`src/rtl/gea_pkg.sv`:
```
// Shared constants and types for the grouped event selector.
// Assumes the fixed 12-bit event layout: 8-bit code, 4-bit group digit.
package gea_pkg;
    localparam int NUM_GROUPS = 8;
    localparam int GRP_W      = 3;
    localparam int CODE_W     = 8;
    localparam int EVT_W      = 12;
    localparam logic [EVT_W-1:0] CYCLE_EVT = 12'h0FE;

    // Outcome of decoding one request against current state.
    typedef struct packed {
        logic              err;
        logic              is_cyc;
        logic [GRP_W-1:0]  grp;
        logic [CODE_W-1:0] code;
    } decision_t;
endpackage

```
`src/rtl/gea_ctrl.sv`:
```
// Request decoder: splits the event value and decides accept or reject
// from the current allocation state. Purely combinational.
// Assumes at most one request is presented per cycle.
module gea_ctrl
    import gea_pkg::*;
#(
    parameter int NUM_CNT = 4,
    parameter int CIDX_W  = 2
) (
    input  logic                         req_free_i,
    input  logic [CIDX_W-1:0]            req_cnt_i,
    input  logic [EVT_W-1:0]             req_event_i,
    input  logic [NUM_CNT-1:0]           cnt_busy_i,
    input  logic                         cyc_busy_i,
    input  logic [NUM_GROUPS-1:0]        grp_en_i,
    input  logic [NUM_GROUPS*CODE_W-1:0] grp_code_i,
    output decision_t                    dec_o
);
    logic [3:0]        gdig;
    logic              idx_ok;
    logic              tgt_busy;
    logic [CODE_W-1:0] lane_code;

    // Field split and lookups of the named counter and group.
    always_comb begin
        gdig      = req_event_i[3:0];
        idx_ok    = (32'(req_cnt_i) < NUM_CNT);
        tgt_busy  = idx_ok ? cnt_busy_i[req_cnt_i] : 1'b0;
        lane_code = grp_code_i[int'(gdig[2:0])*CODE_W +: CODE_W];
    end

    // Accept/reject decision for allocate and release.
    always_comb begin
        dec_o.code   = req_event_i[EVT_W-1:4];
        dec_o.grp    = gdig[2:0];
        dec_o.is_cyc = (req_event_i == CYCLE_EVT);
        if (dec_o.is_cyc) begin
            dec_o.err = req_free_i ? !cyc_busy_i : cyc_busy_i;
        end else if (req_free_i) begin
            dec_o.err = !idx_ok || !tgt_busy;
        end else begin
            dec_o.err = !idx_ok || gdig[3] || tgt_busy ||
                        (grp_en_i[gdig[2:0]] && (lane_code != dec_o.code));
        end
    end
endmodule

```
`src/rtl/gea_group_slot.sv`:
```
// One group selector: holds the programmed code and counts how many
// counters reference the group. The group is enabled while references exist.
// Assumes take and drop are never requested in the same cycle.
module gea_group_slot #(
    parameter int NUM_CNT = 4,
    parameter int CODE_W  = 8,
    localparam int REF_W  = $clog2(NUM_CNT + 1)
) (
    input  logic              clk,
    input  logic              rst_n,
    input  logic              take_i,
    input  logic              drop_i,
    input  logic [CODE_W-1:0] code_i,
    output logic              en_o,
    output logic [CODE_W-1:0] code_o
);
    logic [REF_W-1:0] refs;

    // Reference count and code register.
    always_ff @(posedge clk) begin
        if (!rst_n) begin
            refs   <= '0;
            code_o <= '0;
        end else begin
            if (take_i) begin
                refs   <= refs + REF_W'(1);
                code_o <= code_i;
            end else if (drop_i) begin
                refs   <= refs - REF_W'(1);
            end
        end
    end

    // Group is live while any counter references it.
    assign en_o = (refs != '0);
endmodule

```
`src/rtl/gea_counter.sv`:
```
// Plain up-counter with synchronous clear; clear wins over increment.
// Assumes wrap-around on overflow is acceptable to the consumer.
module gea_counter #(
    parameter int W = 32
) (
    input  logic         clk,
    input  logic         rst_n,
    input  logic         clear_i,
    input  logic         inc_i,
    output logic [W-1:0] val_o
);
    // Counter register.
    always_ff @(posedge clk) begin
        if (!rst_n)       val_o <= '0;
        else if (clear_i) val_o <= '0;
        else if (inc_i)   val_o <= val_o + W'(1);
    end
endmodule

```
`src/rtl/grp_event_alloc.sv`:
```
// Grouped event selector top: decodes requests, keeps the counter-to-group
// table, programs group selectors and steers group pulses into counters.
// Assumes one request per cycle; responses follow one cycle later.
module grp_event_alloc
    import gea_pkg::*;
#(
    parameter int NUM_CNT = 4,
    parameter int CNT_W   = 32,
    parameter int CYC_W   = 64,
    localparam int CIDX_W = (NUM_CNT > 1) ? $clog2(NUM_CNT) : 1
) (
    input  logic                         clk,
    input  logic                         rst_n,
    input  logic                         req_valid_i,
    input  logic                         req_free_i,
    input  logic [CIDX_W-1:0]            req_cnt_i,
    input  logic [EVT_W-1:0]             req_event_i,
    input  logic [NUM_GROUPS-1:0]        grp_evt_i,
    output logic                         rsp_valid_o,
    output logic                         rsp_err_o,
    output logic [NUM_GROUPS-1:0]        grp_en_o,
    output logic [NUM_GROUPS*CODE_W-1:0] grp_code_o,
    output logic [NUM_CNT-1:0]           cnt_busy_o,
    output logic [NUM_CNT*CNT_W-1:0]     cnt_val_o,
    output logic                         cyc_busy_o,
    output logic [CYC_W-1:0]             cyc_val_o
);
    decision_t        dec;
    logic             ok;
    logic             alloc_gen;
    logic             free_gen;
    logic             alloc_cyc;
    logic             free_cyc;
    logic [GRP_W-1:0] cnt_grp [NUM_CNT];
    logic [GRP_W-1:0] free_grp;

    gea_ctrl #(
        .NUM_CNT (NUM_CNT),
        .CIDX_W  (CIDX_W)
    ) u_ctrl (
        .req_free_i  (req_free_i),
        .req_cnt_i   (req_cnt_i),
        .req_event_i (req_event_i),
        .cnt_busy_i  (cnt_busy_o),
        .cyc_busy_i  (cyc_busy_o),
        .grp_en_i    (grp_en_o),
        .grp_code_i  (grp_code_o),
        .dec_o       (dec)
    );

    // Qualified actions of the current request.
    always_comb begin
        ok        = req_valid_i && !dec.err;
        alloc_gen = ok && !req_free_i && !dec.is_cyc;
        free_gen  = ok &&  req_free_i && !dec.is_cyc;
        alloc_cyc = ok && !req_free_i &&  dec.is_cyc;
        free_cyc  = ok &&  req_free_i &&  dec.is_cyc;
        free_grp  = cnt_grp[req_cnt_i];
    end

    // Response register: one strobe per request, error flag alongside.
    always_ff @(posedge clk) begin
        if (!rst_n) begin
            rsp_valid_o <= 1'b0;
            rsp_err_o   <= 1'b0;
        end else begin
            rsp_valid_o <= req_valid_i;
            rsp_err_o   <= req_valid_i && dec.err;
        end
    end

    // Cycle counter ownership flag.
    always_ff @(posedge clk) begin
        if (!rst_n)         cyc_busy_o <= 1'b0;
        else if (alloc_cyc) cyc_busy_o <= 1'b1;
        else if (free_cyc)  cyc_busy_o <= 1'b0;
    end

    gea_counter #(.W(CYC_W)) u_cyc (
        .clk     (clk),
        .rst_n   (rst_n),
        .clear_i (alloc_cyc),
        .inc_i   (cyc_busy_o),
        .val_o   (cyc_val_o)
    );

    // Per-group selectors.
    for (genvar g = 0; g < NUM_GROUPS; g++) begin : g_grp
        logic take;
        logic drop;
        assign take = alloc_gen && (dec.grp == GRP_W'(g));
        assign drop = free_gen  && (free_grp == GRP_W'(g));
        gea_group_slot #(
            .NUM_CNT (NUM_CNT),
            .CODE_W  (CODE_W)
        ) u_slot (
            .clk    (clk),
            .rst_n  (rst_n),
            .take_i (take),
            .drop_i (drop),
            .code_i (dec.code),
            .en_o   (grp_en_o[g]),
            .code_o (grp_code_o[g*CODE_W +: CODE_W])
        );
    end

    // Per-counter allocation entry and steered counter.
    for (genvar k = 0; k < NUM_CNT; k++) begin : g_cnt
        logic hit;
        logic clr;
        logic inc;
        assign hit = (req_cnt_i == CIDX_W'(k));
        assign clr = alloc_gen && hit;
        assign inc = cnt_busy_o[k] && grp_evt_i[cnt_grp[k]];

        // Allocation table entry for counter k.
        always_ff @(posedge clk) begin
            if (!rst_n) begin
                cnt_busy_o[k] <= 1'b0;
                cnt_grp[k]    <= '0;
            end else if (clr) begin
                cnt_busy_o[k] <= 1'b1;
                cnt_grp[k]    <= dec.grp;
            end else if (free_gen && hit) begin
                cnt_busy_o[k] <= 1'b0;
            end
        end

        gea_counter #(.W(CNT_W)) u_cnt (
            .clk     (clk),
            .rst_n   (rst_n),
            .clear_i (clr),
            .inc_i   (inc),
            .val_o   (cnt_val_o[k*CNT_W +: CNT_W])
        );
    end
endmodule

```
`config.mk`:
```
export PLATFORM = sky130hd
export DESIGN_NAME = grp_event_alloc
export DESIGN_NICKNAME = d
export VERILOG_FILES = /design/src/rtl/gea_pkg.sv /design/src/rtl/gea_ctrl.sv /design/src/rtl/gea_group_slot.sv /design/src/rtl/gea_counter.sv /design/src/rtl/grp_event_alloc.sv
export SDC_FILE = /design/constraint.sdc
export NUM_CORES = 1
export LEC_CHECK = 0
export BUFFER_PORTS_ARGS = -buffer_cell sky130_fd_sc_hd__buf_2
export CAP_MARGIN = 20
export CELL_PAD_IN_SITES_DETAIL_PLACEMENT = 1
export CELL_PAD_IN_SITES_GLOBAL_PLACEMENT = 2
export CORE_MARGIN = 5
export CORE_UTILIZATION = 35
export CTS_CLUSTER_DIAMETER = 150
export DETAILED_ROUTE_END_ITERATION = 10
export PLACE_DENSITY_LB_ADDON = 0.1
export SETUP_SLACK_MARGIN = 0.2
export SYNTH_ARGS = -nofsm -noshare
export SYNTH_HDL_FRONTEND = slang
export SYNTH_SLANG_ARGS = --single-unit
export TNS_END_PERCENT = 20
```
`constraint.sdc`:
```
create_clock -name clk -period 9.58 [get_ports clk]
set_input_delay 0.958 -clock clk [delete_from_list [all_inputs] [get_ports clk]]
set_output_delay 0.958 -clock clk [all_outputs]
set_load 0.05 [all_outputs]
```
# --- Word level (Yosys, flattened, before mapping) ---
# Memories as Yosys holds them, arrays and structs flattened.
# Index checks and enable logic that the tools add are counted.
classes:
  magnitude_cmp: 6
  bitwise_logic: 5
  eq_ne: 19
  shifts: 1
  n_mux: 58
  add_sub_neg: 21
  n_reduce_logical: 73
op_table:
  columns: ["operator", "count"]
  rows:
  - ["$add 32x1->32 const B", 4]
  - ["$add 64x1->64 const B", 1]
  - ["$shiftx 64x7->8", 1]
  - ["$mux 3", 20]
  - ["$logic_and 1x1->1", 37]
  - ["$mux 1", 32]
  - ["$reduce_bool 2->1", 13]
  - ["$add 3x1->3 const B", 8]
  - ["$eq 3x3->1 const B", 8]
  - ["$reduce_bool 3->1", 8]
  - ["$sub 3x1->3 const B", 8]
  - ["$lt 3x4->1 const B", 5]
  - ["$bmux 1 s3", 5]
  - ["$eq 12x8->1 const B", 1]
  - ["$eq 3x2->1 const B", 4]
  - ["$reduce_or 2->1", 5]
  - ["$ne 8x8->1", 1]
  - ["$eq 3x1->1 const B", 2]
  - ["$logic_not 3->1", 2]
  - ["$logic_not 1->1", 5]
  - ["$eq 2x2->1 const B", 2]
  - ["$or 1x1->1", 4]
  - ["$lt 2x3->1 const B", 1]
  - ["$bmux 1 s2", 1]
  - ["other kinds (4)", 5]
word_totals:
  mem_bits_rw: 12
  wordCells: 212
  reg_bits: 287
  output_inout_bits: 271
  in_bits: 26
  memories: 1
memory_table:
  columns: ["memory", "depth", "word_bits", "rd", "rd_clocked_by_memory_dff", "wr", "line", "text"]
  rows:
  - ["cnt_grp", 4, 3, 5, 0, 4, "grp_event_alloc.sv:34", "logic [GRP_W-1:0] cnt_grp [NUM_CNT];"]

# --- Depth between registers and ports, before layout ---
depth:
  word_depth: 16
  mapped_depth: 18
  depth_no_buf: 13

# --- Cells and area by module ---
# Synthesis repeated with hierarchy kept, for this count alone.
unflattened:
  hier_cells: 1634
  area_unflattened_um2: 15108.2
by_module_without_submodules:
  columns: ["module", "seq_area_each_um2", "instances", "cells_per_inst", "area_per_inst_um2"]
  rows:
  - ["gea_counter at g_cnt[0].u_cnt ...", 640.6, 4, 178, 1552.7]
  - ["gea_group_slot", 220.2, 8, 43, 455.4]
  - ["gea_counter at u_cyc", 1281.2, 1, 366, 3124.2]
  - ["grp_event_alloc", 500.5, 1, 128, 1249.9]
  - ["gea_ctrl", 0.0, 1, 84, 879.6]

# --- Worst setup path before layout ---
# Ideal clock, no wire load.
synth_timing:
  kind: "input to register"
  start: "input req_event_i[1]"
  end: "register g_grp[0].u_slot.refs[1]"
  arrival_ps: 4169
  required_time_ps: 9510
  slack_ps: 5341
  path_stages: 15
  setup_time_ps: 70
  cell_sequence: "buf_2 buf_2 buf_2 mux4_2 mux2i_1 xor2_1 o2111ai_1 o21a_1 buf_2 buf_2 nor2_1 nand2_1 fa_1 or3b_2 a21oi_1"
synth_between:
  elab_chain_cells: 12
  elab_cells_between_ends: 21
  cone_classes: "eq/ne (2); shift (1); mux (5); reduce/logical (13)"
synth_lines:
  columns: ["element", "line", "text"]
  rows:
  - ["from (decl)", "grp_event_alloc.sv:17", "input logic [EVT_W-1:0] req_event_i,"]
  - ["$shiftx 64x7->8 / $bmux 1 s3 (equally long branches)", "gea_ctrl.sv:29, gea_ctrl.sv:43", null]
  - ["$ne 8x8->1 / $mux 1 (equally long branches)", "gea_ctrl.sv:43", "(grp_en_i[gdig[2:0]] && (lane_code != dec_o.code));"]
  - ["$logic_and 1x1->1", "gea_ctrl.sv:43", null]
  - ["$logic_or 1x1->1", "gea_ctrl.sv:42", "dec_o.err = !idx_ok || gdig[3] || tgt_busy ||"]
  - ["$mux 1", "gea_ctrl.sv:39", "end else if (req_free_i) begin"]
  - ["$mux 1", "gea_ctrl.sv:37", "if (dec_o.is_cyc) begin"]
  - ["$logic_not 1->1", "grp_event_alloc.sv:53", "ok = req_valid_i && !dec.err;"]
  - ["$logic_and 1x1->1", "grp_event_alloc.sv:53", null]
  - ["$logic_and 1x1->1 (on tied branches) (2 in series)", "grp_event_alloc.sv:54, grp_event_alloc.sv:55", null]
  - ["$logic_and 1x1->1 (on tied branches)", "grp_event_alloc.sv:91, grp_event_alloc.sv:92", null]
  - ["$mux 3 / $reduce_bool 2->1 (equally long branches)", null, null]
  - ["to (signal assigned)", "gea_group_slot.sv:26", "refs <= refs + REF_W'(1);"]
  - ["to (signal assigned)", "gea_group_slot.sv:29", "refs <= refs - REF_W'(1);"]
  - ["to (decl)", "gea_group_slot.sv:17", "logic [REF_W-1:0] refs;"]
# Parallel ways exist; a longest one is shown, timed or not. The select of a mux whose other input is x is not followed.
# A chain may end at the register's enable or synchronous reset.

# --- Worst setup path after layout ---
layout_timing:
  start: "input req_event_i[1]"
  end: "register g_grp[1].u_slot.refs[2]"
layout_between:
  elab_chain_cells: 12
  elab_cells_between_ends: 21
  cone_classes: "eq/ne (3); shift (1); mux (5); reduce/logical (12)"
layout_lines:
  columns: ["element", "line"]
  rows:
  - ["$shiftx 64x7->8 / $bmux 1 s3 (equally long branches)", "gea_ctrl.sv:29, gea_ctrl.sv:43"]
  - ["$ne 8x8->1 / $mux 1 (equally long branches)", "gea_ctrl.sv:43"]
  - ["$logic_and 1x1->1", "gea_ctrl.sv:43"]
  - ["$logic_or 1x1->1", "gea_ctrl.sv:42"]
  - ["$mux 1", "gea_ctrl.sv:39"]
  - ["$mux 1", "gea_ctrl.sv:37"]
  - ["$logic_not 1->1", "grp_event_alloc.sv:53"]
  - ["$logic_and 1x1->1", "grp_event_alloc.sv:53"]
  - ["$logic_and 1x1->1 (on tied branches) (2 in series)", "grp_event_alloc.sv:54, grp_event_alloc.sv:55"]
  - ["$logic_and 1x1->1 (on tied branches)", "grp_event_alloc.sv:91, grp_event_alloc.sv:92"]
  - ["$mux 3 / $reduce_bool 2->1 (equally long branches)", null]
  - ["to (signal assigned)", "gea_group_slot.sv:26"]
  - ["to (signal assigned)", "gea_group_slot.sv:29"]
  - ["to (decl)", "gea_group_slot.sv:17"]
# Parallel ways exist; a longest one is shown, timed or not. The select of a mux whose other input is x is not followed.

==> results.cfg <==
[run_status]
status = complete, no violations

[synthesis]
yosysMostFrequentCell = dfxtp_1
syn_area_um2 = 14300
synth_top_area_share_pct = 40.1
async_flop_share_pct = 0
synthesis.nets = 1699
ys_types = 66
yosysWarnings = 0
synthTopCellsByCount = dfxtp_1, nor2_1, nand3_1
yosysTopAreaCell = dfxtp_1
synth_seq_cells = 299
synthFlopType = dfxtp_1
syn_area_per_cell_um2 = 8.64
synth_edf_count = 12
ys_seq_area_share_pct = 42.6
synth_top_cells_by_area = dfxtp_1, xor2_1, nor2_1
synthCells = 1660

[setup_path]
worstPathArrival_ns = 5.89
reg2reg_from = g_grp[5].u_slot.code_o[2]
cp_top_family = buffers and inverters
critPathMaxFanout = 69
critPathBufInv = 2
crit_type = in2reg
crit_path_end_kind = flop
crit_path_top_delay_cell = buf_4
cpPeakStageDelay_ns = 0.71
startpoint = req_event_i[1]
start_kind = primary input
worstPathRequired_ns = 10.03
cp_cell_sequence = buf_2 > mux4_2 > mux2i_1 > xor2_1 > o2111ai_1 > o21ai_4 > buf_4 > nand2_1 > fa_1 > or3_1 > mux2_2 > o211ai_1

[power_and_ir_drop]
power.density_nw_per_um2 = 165
p_comb_share_pct = 5.0
ir_drop_v = 0.0000959
swShare_pct = 23.3
finalPower_mw = 2.87
p_int_mw = 2.20
p_seq_share_pct = 44.1
switchingPower_mw = 0.669
p_leak_nw = 7.08
clkPwrFrac_pct = 51.0

[grt]
grt_overflow = 0
antenna_found_initial = 10
grt_max_degree = 79
grt.total_usage_pct = 20.5
grt_pass1_wl_um = 75100
grt_pass1_vias = 12944

[timing]
tns_ns = 0
fin_crit_sh_pct = 56.8
maxSlewViolCount = 0
slew_headroom_pct = 36.1
worst_pin_slew_ns = 0.958
layout_min_cycle_time_ns = 5.44
fmaxAchievable_mhz = 184
rsz0062_at_grt = false
finalSetupViolCount = 0
skew_ns = 0.0264
finalHoldViolations = 0

[route]
drcViolationCount = 0
avgRoutedWirePerCell_um = 19.6
vias = 13005
postRouteWirelength_um = 48200
wl_met1_um = 21900
wl_met3_um = 3090
dr.pass1.iters = 5
first_iter_violations = 767
vias_per_cell = 5.27
top_layer_used = met5
ant_nets = 0
wl_met2_um = 22300

[min_path]
min_from = g_grp[5].u_slot.refs[2]
hold_path_class = reg2reg

[clock_tree]
cts_tree = done
clkSinkCount = 299
clk_latency_ns = 0.55
cts_resized = 0
cts_hold_buf = 0
cts.clk_slew.worst_paths_ns = 0.05
cts_inserted_buffers = 37
postCtsSetupBuffers = 0
cts_max_path_buffers = 3
cts_max_level = 2
cts_root_buffer = clkbuf_16

[die]
die_area_um2 = 45100
die_width_um = 212
rows = 74
initial_core_util_pct = 35.3
die_h_um = 212
boundaryPins = 297
core_um2 = 40600

[place]
postPlaceCellArea_um2 = 16100
io_buffers = 296
dp_hpwl_um = 34500
gp_congestion = 0.809

[finish]
syn_to_final_growth_pct = 21.4
fin_nets = 1942
drive_above_1_share_pct = 21.8
final_area_um2 = 17400

[flow_run]
cap_violations = 0
## per-layer routing
| layer | up-vias | GRT usage (%) |
|---|---|---|
| li1 | 6248 | - |
| met1 | 6384 | 27.9 |
| met2 | 289 | 33.0 |
| met3 | 72 | 5.14 |
| met4 | 12 | 5.12 |
| met5 | - | 0 |
## sequential cells by signal, indices dropped and copies added (netlist names)
signal,cells
u_cyc.val_o,64
cyc_busy_o,1
cnt_grp,12
cnt_busy_o,4
rsp_valid_o,1
rsp_err_o,1
g_cnt.u_cnt.val_o,128
g_grp.u_slot.code_o,64
g_grp.u_slot.refs,24
## power by group through the flow
stage | Combinational (mW) | Sequential (mW) | Clock [mW]
after floorplan | 0.0973 | 1.29 | 0
after global placement | 0.142 | 1.29 | 0
after detailed placement | 0.143 | 1.29 | 0
after CTS | 0.144 | 1.26 | 1.51
after global routing | 0.154 | 1.26 | 1.56
final | 0.143 | 1.26 | 1.46
## cell type report
type,instances,area (µm²)
multi-input cells,1229,7670
clock inverters,12,139
fillers,4789,23200
inverters,27,101
flip-flops and latches,299,6110
diodes,4,10.0
repair buffers,309,1580
well taps,532,666
clock buffers,54,1130
## worst paths after layout
check                                 end  slack (ns)  cells past startpoint
setup reg to reg  g_grp[1].u_slot.refs[2]        5.02                     11
hold / removal    g_grp[5].u_slot.refs[2]        0.47                      2
hold reg to reg   g_grp[5].u_slot.refs[2]        0.47                      2
setup / recovery  g_grp[1].u_slot.refs[2]        4.14                     12
## tightest hold or removal path: stages (launching register included)
cell,delay [ns]
dfxtp_1,0.31
nand2_1,0.05
mux2i_1,0.06
## cells by family (layout without fill, tap and decap cells)
kind of cell	count (synthesis)	count (layout)	share of synthesized area [%]
compound gates	219	219	8.78
xor+xnor	183	183	11.2
simple gates	750	750	25.7
other cells	0	4	0
mux	64	64	6.14
flops	299	299	42.6
buf+inv	132	402	4.12
fa+ha+maj	13	13	1.55
## layout by cell type (no fill, tap or decap), drive strengths merged, types with 34 or more instances in the layout
cell    count
and3       39
xnor2      76
nand4      45
nand2     124
buf       309
dfxtp     287
clkbuf     54
a21oi      93
mux2i      34
nor2      243
nand3     137
o21ai      80
xor2      107
## stage by stage
stage	worst slack [ns]	instances	hold slack, ns	utilization (%)
6_report	4.14	2466	0.473	42.8
5_1_grt	3.87	2464	0.493	42.8
4_1_cts	4.26	2462	0.480	42.8
3_5_place_dp	3.72	2396	0.471	39.7
3_3_place_gp	3.86	2395	0.453	39.6
2_1_floorplan	5.34	1660	0.438	-
Power figures use the tool's default switching activity.
